`src/rtl/intc_pkg.sv`:
```
package intc_pkg;
  localparam int PW = 3;
  typedef logic [PW-1:0] lvl_t;
endpackage

```
`src/rtl/intc_ext_latch.sv`:
```
module intc_ext_latch #(
  parameter int N = 6
) (
  input  logic         clk,
  input  logic         rst,
  input  logic [N-1:0] req_i,
  input  logic [N-1:0] en_i,
  input  logic [N-1:0] clr_i,
  output logic [N-1:0] pend_o
);
  logic [N-1:0] req_q;
  logic [N-1:0] pend_q;

  always_ff @(posedge clk) begin
    if (rst) begin
      req_q  <= '0;
      pend_q <= '0;
    end else begin
      req_q  <= req_i;
      // a fresh edge wins over a clear arriving in the same cycle
      pend_q <= (pend_q & ~clr_i) | (req_i & ~req_q & en_i);
    end
  end

  assign pend_o = pend_q;
endmodule

```
`src/rtl/intc_prio_map.sv`:
```
module intc_prio_map
  import intc_pkg::*;
#(
  parameter int N_EXT       = 6,
  parameter int N_MOD       = 4,
  parameter int SRC_PER_MOD = 2,
  localparam int N_INT = N_MOD * SRC_PER_MOD,
  localparam int N_SRC = N_EXT + N_INT
) (
  input  logic [N_EXT-1:0]    pend_i,
  input  logic [N_EXT-1:0]    ext_en_i,
  input  logic [N_INT-1:0]    flag_i,
  input  logic [N_INT-1:0]    int_en_i,
  input  logic [N_EXT*PW-1:0] ext_prio_i,
  input  logic [N_MOD*PW-1:0] mod_prio_i,
  output logic [N_SRC-1:0]    cand_o,
  output logic [N_SRC*PW-1:0] prio_o
);
  for (genvar e = 0; e < N_EXT; e++) begin : g_ext
    assign cand_o[e]           = pend_i[e] & ext_en_i[e];
    assign prio_o[e*PW +: PW]  = ext_prio_i[e*PW +: PW];
  end

  for (genvar k = 0; k < N_INT; k++) begin : g_int
    localparam int MOD = k / SRC_PER_MOD;
    assign cand_o[N_EXT+k]              = flag_i[k] & int_en_i[k];
    assign prio_o[(N_EXT+k)*PW +: PW]   = mod_prio_i[MOD*PW +: PW];
  end
endmodule

```
`src/rtl/intc_arbiter.sv`:
```
module intc_arbiter
  import intc_pkg::*;
#(
  parameter int N_SRC = 14,
  localparam int IW = (N_SRC > 1) ? $clog2(N_SRC) : 1
) (
  input  logic [N_SRC-1:0]    cand_i,
  input  logic [N_SRC*PW-1:0] prio_i,
  input  lvl_t                mask_i,
  output logic                found_o,
  output logic [IW-1:0]       idx_o,
  output lvl_t                lvl_o
);
  always_comb begin
    lvl_t best;
    best    = mask_i;
    found_o = 1'b0;
    idx_o   = '0;
    for (int i = 0; i < N_SRC; i++) begin
      // strict compare: beats the mask, and earlier index keeps ties
      if (cand_i[i] && (prio_i[i*PW +: PW] > best)) begin
        best    = prio_i[i*PW +: PW];
        idx_o   = IW'(i);
        found_o = 1'b1;
      end
    end
    lvl_o = best;
  end
endmodule

```
`src/rtl/intc_router.sv`:
```
module intc_router
  import intc_pkg::*;
#(
  parameter int N_EXT       = 6,
  parameter int N_MOD       = 4,
  parameter int SRC_PER_MOD = 2,
  parameter int VW          = 8,
  parameter int VEC_BASE    = 64,
  localparam int N_INT = N_MOD * SRC_PER_MOD,
  localparam int N_SRC = N_EXT + N_INT,
  localparam int IW    = (N_SRC > 1) ? $clog2(N_SRC) : 1
) (
  input  logic                clk,
  input  logic                rst,
  input  logic [N_EXT-1:0]    ext_req_i,
  input  logic [N_EXT-1:0]    ext_en_i,
  input  logic [N_INT-1:0]    int_flag_i,
  input  logic [N_INT-1:0]    int_en_i,
  input  logic [N_EXT*PW-1:0] ext_prio_i,
  input  logic [N_MOD*PW-1:0] mod_prio_i,
  input  logic [N_SRC-1:0]    dte_i,
  input  logic [PW-1:0]       cpu_mask_i,
  input  logic                insn_bound_i,
  input  logic                rte_i,
  input  logic                cpu_ack_i,
  input  logic                dtc_ack_i,
  output logic                cpu_irq_o,
  output logic [VW-1:0]       cpu_vec_o,
  output logic [PW-1:0]       cpu_new_mask_o,
  output logic                cpu_clr_trace_o,
  output logic                dtc_req_o,
  output logic [IW-1:0]       dtc_src_o
);
  logic [N_EXT-1:0]    pend;
  logic [N_EXT-1:0]    clr;
  logic [N_SRC-1:0]    cand;
  logic [N_SRC*PW-1:0] prio;
  logic                found;
  logic [IW-1:0]       win_idx;
  lvl_t                win_lvl;

  logic          cpu_irq_q, trace_q, dtc_req_q, gap_q;
  logic [IW-1:0] cpu_src_q, dtc_src_q;
  logic [VW-1:0] vec_q;
  lvl_t          nmask_q;
  logic          cpu_done, dtc_done, take;

  assign cpu_done = cpu_irq_q & cpu_ack_i;
  assign dtc_done = dtc_req_q & dtc_ack_i;

  for (genvar e = 0; e < N_EXT; e++) begin : g_clr
    assign clr[e] = (cpu_done && (cpu_src_q == IW'(e))) ||
                    (dtc_done && (dtc_src_q == IW'(e)));
  end

  intc_ext_latch #(.N(N_EXT)) u_latch (
    .clk    (clk),
    .rst    (rst),
    .req_i  (ext_req_i),
    .en_i   (ext_en_i),
    .clr_i  (clr),
    .pend_o (pend)
  );

  intc_prio_map #(
    .N_EXT(N_EXT), .N_MOD(N_MOD), .SRC_PER_MOD(SRC_PER_MOD)
  ) u_map (
    .pend_i     (pend),
    .ext_en_i   (ext_en_i),
    .flag_i     (int_flag_i),
    .int_en_i   (int_en_i),
    .ext_prio_i (ext_prio_i),
    .mod_prio_i (mod_prio_i),
    .cand_o     (cand),
    .prio_o     (prio)
  );

  intc_arbiter #(.N_SRC(N_SRC)) u_arb (
    .cand_i  (cand),
    .prio_i  (prio),
    .mask_i  (cpu_mask_i),
    .found_o (found),
    .idx_o   (win_idx),
    .lvl_o   (win_lvl)
  );

  // evaluate only at a boundary that is not the one right after a return
  assign take = insn_bound_i & ~gap_q & ~rte_i & ~cpu_irq_q & ~dtc_req_q & found;

  always_ff @(posedge clk) begin
    if (rst) begin
      cpu_irq_q <= 1'b0;
      trace_q   <= 1'b0;
      dtc_req_q <= 1'b0;
      gap_q     <= 1'b0;
      cpu_src_q <= '0;
      dtc_src_q <= '0;
      vec_q     <= '0;
      nmask_q   <= '0;
    end else begin
      if (cpu_done) begin
        cpu_irq_q <= 1'b0;
        trace_q   <= 1'b0;
      end
      if (dtc_done) dtc_req_q <= 1'b0;

      if (rte_i)                      gap_q <= 1'b1;
      else if (insn_bound_i && gap_q) gap_q <= 1'b0;

      if (take) begin
        if (dte_i[win_idx]) begin
          dtc_req_q <= 1'b1;
          dtc_src_q <= win_idx;
        end else begin
          cpu_irq_q <= 1'b1;
          trace_q   <= 1'b1;
          cpu_src_q <= win_idx;
          vec_q     <= VW'(VEC_BASE) + VW'(win_idx);
          nmask_q   <= win_lvl;
        end
      end
    end
  end

  assign cpu_irq_o       = cpu_irq_q;
  assign cpu_clr_trace_o = trace_q;
  assign cpu_vec_o       = vec_q;
  assign cpu_new_mask_o  = nmask_q;
  assign dtc_req_o       = dtc_req_q;
  assign dtc_src_o       = dtc_src_q;
endmodule

```
`config.mk`:
```
export PLATFORM = sky130hd
export DESIGN_NAME = intc_router
export DESIGN_NICKNAME = d
export VERILOG_FILES = /design/src/rtl/intc_pkg.sv /design/src/rtl/intc_ext_latch.sv /design/src/rtl/intc_prio_map.sv /design/src/rtl/intc_arbiter.sv /design/src/rtl/intc_router.sv
export SDC_FILE = /design/constraint.sdc
export NUM_CORES = 1
export LEC_CHECK = 0
export BUFFER_PORTS_ARGS = -buffer_cell sky130_fd_sc_hd__buf_2
export CORE_MARGIN = 2
export CORE_UTILIZATION = 49
export DETAILED_ROUTE_END_ITERATION = 6
export PLACE_DENSITY = 0.89
export SYNTH_ARGS = -nofsm -noshare
export SYNTH_HDL_FRONTEND = slang
export SYNTH_SLANG_ARGS = --single-unit
```
`constraint.sdc`:
```
create_clock -name clk -period 23.8 [get_ports clk]
set_input_delay 3.57 -clock clk [delete_from_list [all_inputs] [get_ports clk]]
set_output_delay 3.57 -clock clk [all_outputs]
set_load 0.005 [all_outputs]
```
; After elaboration in Yosys (flattened, before gate mapping)
; Index checks and enable logic that the tools add are counted.
[totals]
ff_bits = 35
out_inout_bits = 18
word_cells = 160
[op_classes]
bitwise_logic = 32
magnitude_cmp = 15
n_reduce_logical = 38
n_eq_ne = 10
add_sub_neg = 1
mux = 54
[ops]
columns = op, n
row1 = $mux W3, 18
row2 = $gt A3 B3 Y1, 14
row3 = $logic_and A1 B1 Y1, 27
row4 = $mux W1, 27
row5 = $mux W4, 6
row6 = $and A1 B1 Y1, 21
row7 = $and A6 B6 Y6, 3
row8 = $eq A4 B2 Y1 const B, 4
row9 = $eq A4 B3 Y1 const B, 4
row10 = $not A6 Y6, 2
row11 = $add A7 B4 Y8 const A, 1
row12 = $eq A4 B1 Y1 const B, 2
row13 = $logic_not A4 Y1, 2
row14 = $logic_or A1 B1 Y1, 6
row15 = $or A6 B6 Y6, 1
row16 = $lt A4 B5 Y1 const B, 1
row17 = $not A1 Y1, 5
row18 = $bmux W1 S4, 1
row19 = $mux W2, 2
row20 = $reduce_and A2 Y1, 2
row21 = $reduce_bool A2 Y1, 1

; Longest topological paths before layout
[logic_depth]
ltp_word = 46
depth_mapped = 96
depth_no_buf = 95

; Cells and area by module
; Synthesis repeated with hierarchy kept, for this count alone.
[unflattened]
hier_cells = 514
area_unflattened_um2 = 3930.0
[modules_own_cells]
columns = mod, instances, cells_per_inst, area_per_inst_um2
row1 = intc_arbiter, 1, 312, 2117.0
row2 = intc_router, 1, 109, 975.9
row3 = intc_ext_latch, 1, 37, 434.2
row4 = intc_prio_map, 1, 56, 402.9

; Worst setup path after synthesis
; No wires, ideal clock.
[synth_timing]
path_type = input port to flip-flop
from = input cpu_mask_i[2]
to = register nmask_q[0] (netlist: cpu_new_mask_o[0])
stages = 91
setup_slack_ns = 0.636
n_path_buf = 1
required_ns = 23.704
setup_ns = 0.096
arrival_time_ns = 23.069
cell_sequence = inv_1 -> ha_1 -> nor2_1 -> a31oi_2 -> nand2_1 -> nand2_1 -> o21ai_0 -> ha_1 -> nor2_1 -> maj3_1 -> maj3_1 -> nand3_1 -> mux2_2 -> ha_1 -> nor2_1 -> maj3_1 -> maj3_1 -> nand3_1 -> [55 not listed] -> a21oi_1 -> ha_1 -> nor2b_1 -> o21a_1 -> o2111ai_1 -> inv_1 -> nor2_1 -> a21oi_1 -> ha_1 -> a311oi_1 -> nor2_1 -> o21a_4 -> mux2_1 -> a2bb2oi_1 -> a21o_1 -> and2_1 -> buf_2 -> o41ai_2
[synth_via]
elab_chain_len = 46
word_cells_on_any_way = 74
[synth_rtl]
columns = item, line
row1 = start: declaration, intc_router.sv:22  ; input logic [PW-1:0] cpu_mask_i,
row2 = $gt A3 B3 Y1, intc_arbiter.sv:21  ; if (cand_i[i] && (prio_i[i*PW +: PW] > best)) begin
row3 = $logic_and A1 B1 Y1, intc_arbiter.sv:21
row4 = $mux W3, intc_arbiter.sv:21
row5 = $gt A3 B3 Y1, intc_arbiter.sv:21
row6 = $logic_and A1 B1 Y1, intc_arbiter.sv:21
row7 = $mux W3, intc_arbiter.sv:21
row8 = $gt A3 B3 Y1, intc_arbiter.sv:21
row9 = $logic_and A1 B1 Y1, intc_arbiter.sv:21
row10 = [30 not listed], -
row11 = $mux W3, intc_arbiter.sv:21
row12 = $gt A3 B3 Y1, intc_arbiter.sv:21
row13 = $logic_and A1 B1 Y1, intc_arbiter.sv:21
row14 = $mux W4, intc_arbiter.sv:21
row15 = $bmux W1 S4, intc_router.sv:111  ; if (dte_i[win_idx]) begin
row16 = $mux W1 (implied by the code), intc_router.sv:111
row17 = $not A1 Y1 (no source line), -
row18 = $reduce_and A2 Y1 (no source line), -
row19 = end signal: assignment, intc_router.sv:119  ; nmask_q <= win_lvl;
row20 = end: declaration, intc_router.sv:45  ; lvl_t nmask_q;
; Several ways; a longest one is shown, not always the timed one. The select of a mux whose other input is x is not followed.
; A chain may end at the register's enable or synchronous reset.

; Worst setup path after layout
[layout_timing]
from = input cpu_mask_i[1]
to = register nmask_q[0] (netlist: cpu_new_mask_o[0])
; Same word-level chain as after synthesis.

==> results.toml <==
[outcome]
status = "finished clean"

[global_routing]
antenna_found_initial = 0
grt_pass1_wl_um = 15400
first_global_vias = 3569
grt.total_usage = 0.239
grt_max_degree = 32
overflow = 0

[placement]
gp_congestion = 0.950
portBuffers = 95
pre_cts_slack_ns = -0.522
dpl.cell_count = 644
hpwl_um = 7800

[synthesis]
synth_seq_area_share = 0.159
async_flop_share = 0
netlist_area_sq_um = 3530
synth_adder_area_share = 0.105
synth_top_area_cell = "dfxtp_1"
synth-compound-area-share = 0.340
synth_edf_count = 0
synth_area_leaders = "dfxtp_1 16%, ha_1 7.1%, a21oi_1 4.5%"
synth_cells = 455
synth-xor-area-share = 0.0120
synthSimpleGateAreaFrac = 0.252
synth_top_family_by_area = "compound AO/OA/AOI/OAI gates"
ys_warn_count = 0
syn-mean-instance-area_sq_um = 7.77
synth-seq-cells = 28
synthMuxAreaShare = 0.0772
synth_top_area_frac = 0.159
synth_ff_type = "dfxtp_1"
synth_cell_type_count = 91

[clocking]
clock_path_buffers = 2
holdBufCountCts = 0
cts_tree = "built"
clkSinkCount = 28
clock_latency_ns = 0.28
clock-root-buffer = "clkbuf_8"
cts_buffers = 3
h-tree-depth = 1
cts.reportedPaths.clkPinSlew_ns = 0.10

[setup_path]
reg2reg_depth = 89
required_ns = 24.00
cp-start-kind = "input pin"
slowest_delay_ns = 0.51
arrival_ns = 23.32
worstSetupPathDepth = 92
cpLargestDelayFamily = "adder cells"
crit_type = "input pin to flip-flop"
cpMaxStageDelayCell = "or4_4"
crit_fanout = 7
crit_buf_inv = 5
path_common_cell = "ha_1"
worstSetupEndpointType = "flip-flop"

[floorplanning]
ios = 99
die_h_um = 88.9
dieWidth_um = 88.9
die_area_sq_um = 7910
fp.coreArea_sq_um = 6870
core.rowCount = 30
start_util = 0.514

[job]
drv_cap = 0

[timing]
tns_ns = 0
drv_slew = 0
relSlewSlack = 0.595
tightestPinTransition_ns = 0.603
period_needed_ns = 23.12
finalSetupViolations = 0
hold_viol = 0
period_share = 0.971
fin_ws_ns = 0.679
skew_ns = 0.00696
fmax_mhz = 43.3

[detailed_routing]
first_iter_violations = 178
vias_per_cell = 5.98
antenna_left = 0
wl_per_cell_um = 15.5
totalWireLength_um = 10200
vias = 3941
drcViolationCount = 0
firstDrtPassIters = 4

[power_and_ir_drop]
power_frac_comb = 0.647
ir_drop_v = 0.0000327
seq_power_share = 0.229
power_switching_uw = 107
p_per_area_nw_per_um2 = 54.9
clockPowerShare = 0.124
internal_power_uw = 138
cellLeakagePower_nw = 1.93
sw_frac_of_total = 0.437

[layout]
final_common_cell = "buf_2"
syn2layout_area_growth_pct = 26.1
final_cell_mix = "95 x buf_2, 34 x nand2_1, 33 x inv_1, 33 x nor2_1"
drive_gt1_frac = 0.348
stdcell_count = 659
nets = 665
n_antenna_cell = 0

[worst_hold_path]
hold_depth = 2
min_path_type = "flip-flop to flip-flop"
==> registers in the layout, summed over array words and instances (netlist names) <==
register         cells
cpu_src_q            3
u_latch.pend_o       6
cpu_new_mask_o       3
cpu_irq_o            1
cpu_clr_trace_o      1
dtc_req_o            1
dtc_src_o            4
cpu_vec_o            2
gap_q                1
u_latch.req_q        6
==> power by group through the flow <==
stage | logic [mW] | registers [mW] | clock network, mW
6_report | 0.158 | 0.0561 | 0.0303
4_1_cts | 0.140 | 0.0560 | 0.0303
3_5_place_dp | 0.138 | 0.0570 | 0
2_1_floorplan | 0.102 | 0.0563 | 0
3_3_place_gp | 0.134 | 0.0567 | 0
5_1_grt | 0.174 | 0.0568 | 0.0319
==> logic make-up after synthesis <==
kind of cell / count (synthesis)
AO/OA/AOI/OAI: 148
adder cells (fa/ha/maj): 32
multiplexers: 24
other: 1
XOR/XNOR: 4
AND/OR/NAND/NOR: 171
flip-flops: 28
buffers and inverters: 47
==> cells in the mapped netlist (all sizes together) (5+ instances only) <==
library cell / instances
nand3b: 7
maj3: 12
nand2b: 8
a21o: 12
o21a: 5
dfxtp: 28
mux2: 14
nor2: 37
buf: 7
inv: 33
clkbuf: 6
o21ai: 23
or2: 5
a32oi: 5
nor2b: 15
mux2i: 10
nor3: 12
and3: 7
ha: 20
o31ai: 6
a31oi: 10
a21oi: 36
nand3: 22
nand2: 35
==> timing repair <==
action | in CTS | in global routing
pin swaps | 0 | 7
resized for setup | 5 | 34
endpoints found under the setup margin | 14 | 15
setup buffers | 0 | 11
==> path summary, 6_finish.rpt <==
path                     start           endpoint  slack (ns)
max              cpu_mask_i[1]  cpu_new_mask_o[0]        0.68
min               cpu_vec_o[6]       cpu_vec_o[6]        0.45
max reg2reg  u_latch.pend_o[0]  cpu_new_mask_o[0]        4.22
min reg2reg       cpu_vec_o[6]       cpu_vec_o[6]        0.45
==> cell type report <==
| cell class | count | area (sq um) |
|---|---|---|
| inverters | 34 | 128 |
| repair buffers | 115 | 626 |
| well taps | 96 | 120 |
| flip-flops and latches | 28 | 561 |
| fillers | 588 | 2410 |
| clock buffers | 4 | 55.1 |
| multi-input cells | 382 | 2970 |
==> worst register-to-register path, delay by kind of cell (launching register included) <==
kind            cells  cell delay [ns]
simple gates       22             2.96
compound gates     33             5.91
buf+inv             3             0.44
flops               1             0.38
fa+ha+maj          22             6.75
mux                 9             3.06
==> stage by stage <==
stage	cell area, sq um	hold WS [ns]	utilization	total power, mW
floorplan	3540	0.442	-	0.158
global placement	4140	0.431	0.603	0.190
detailed placement	4140	0.434	0.603	0.195
CTS	4220	0.447	0.614	0.227
global route	4450	0.476	0.648	0.262
finish	4450	0.448	0.648	0.245
==> layer usage <==
layer	part of all wire	track usage
met1	0.43	0.305
met2	0.51	0.426
met3	0.043	0.0222
met4	0.020	0.0702
met5	0	0
Power figures use the tool's default switching activity.
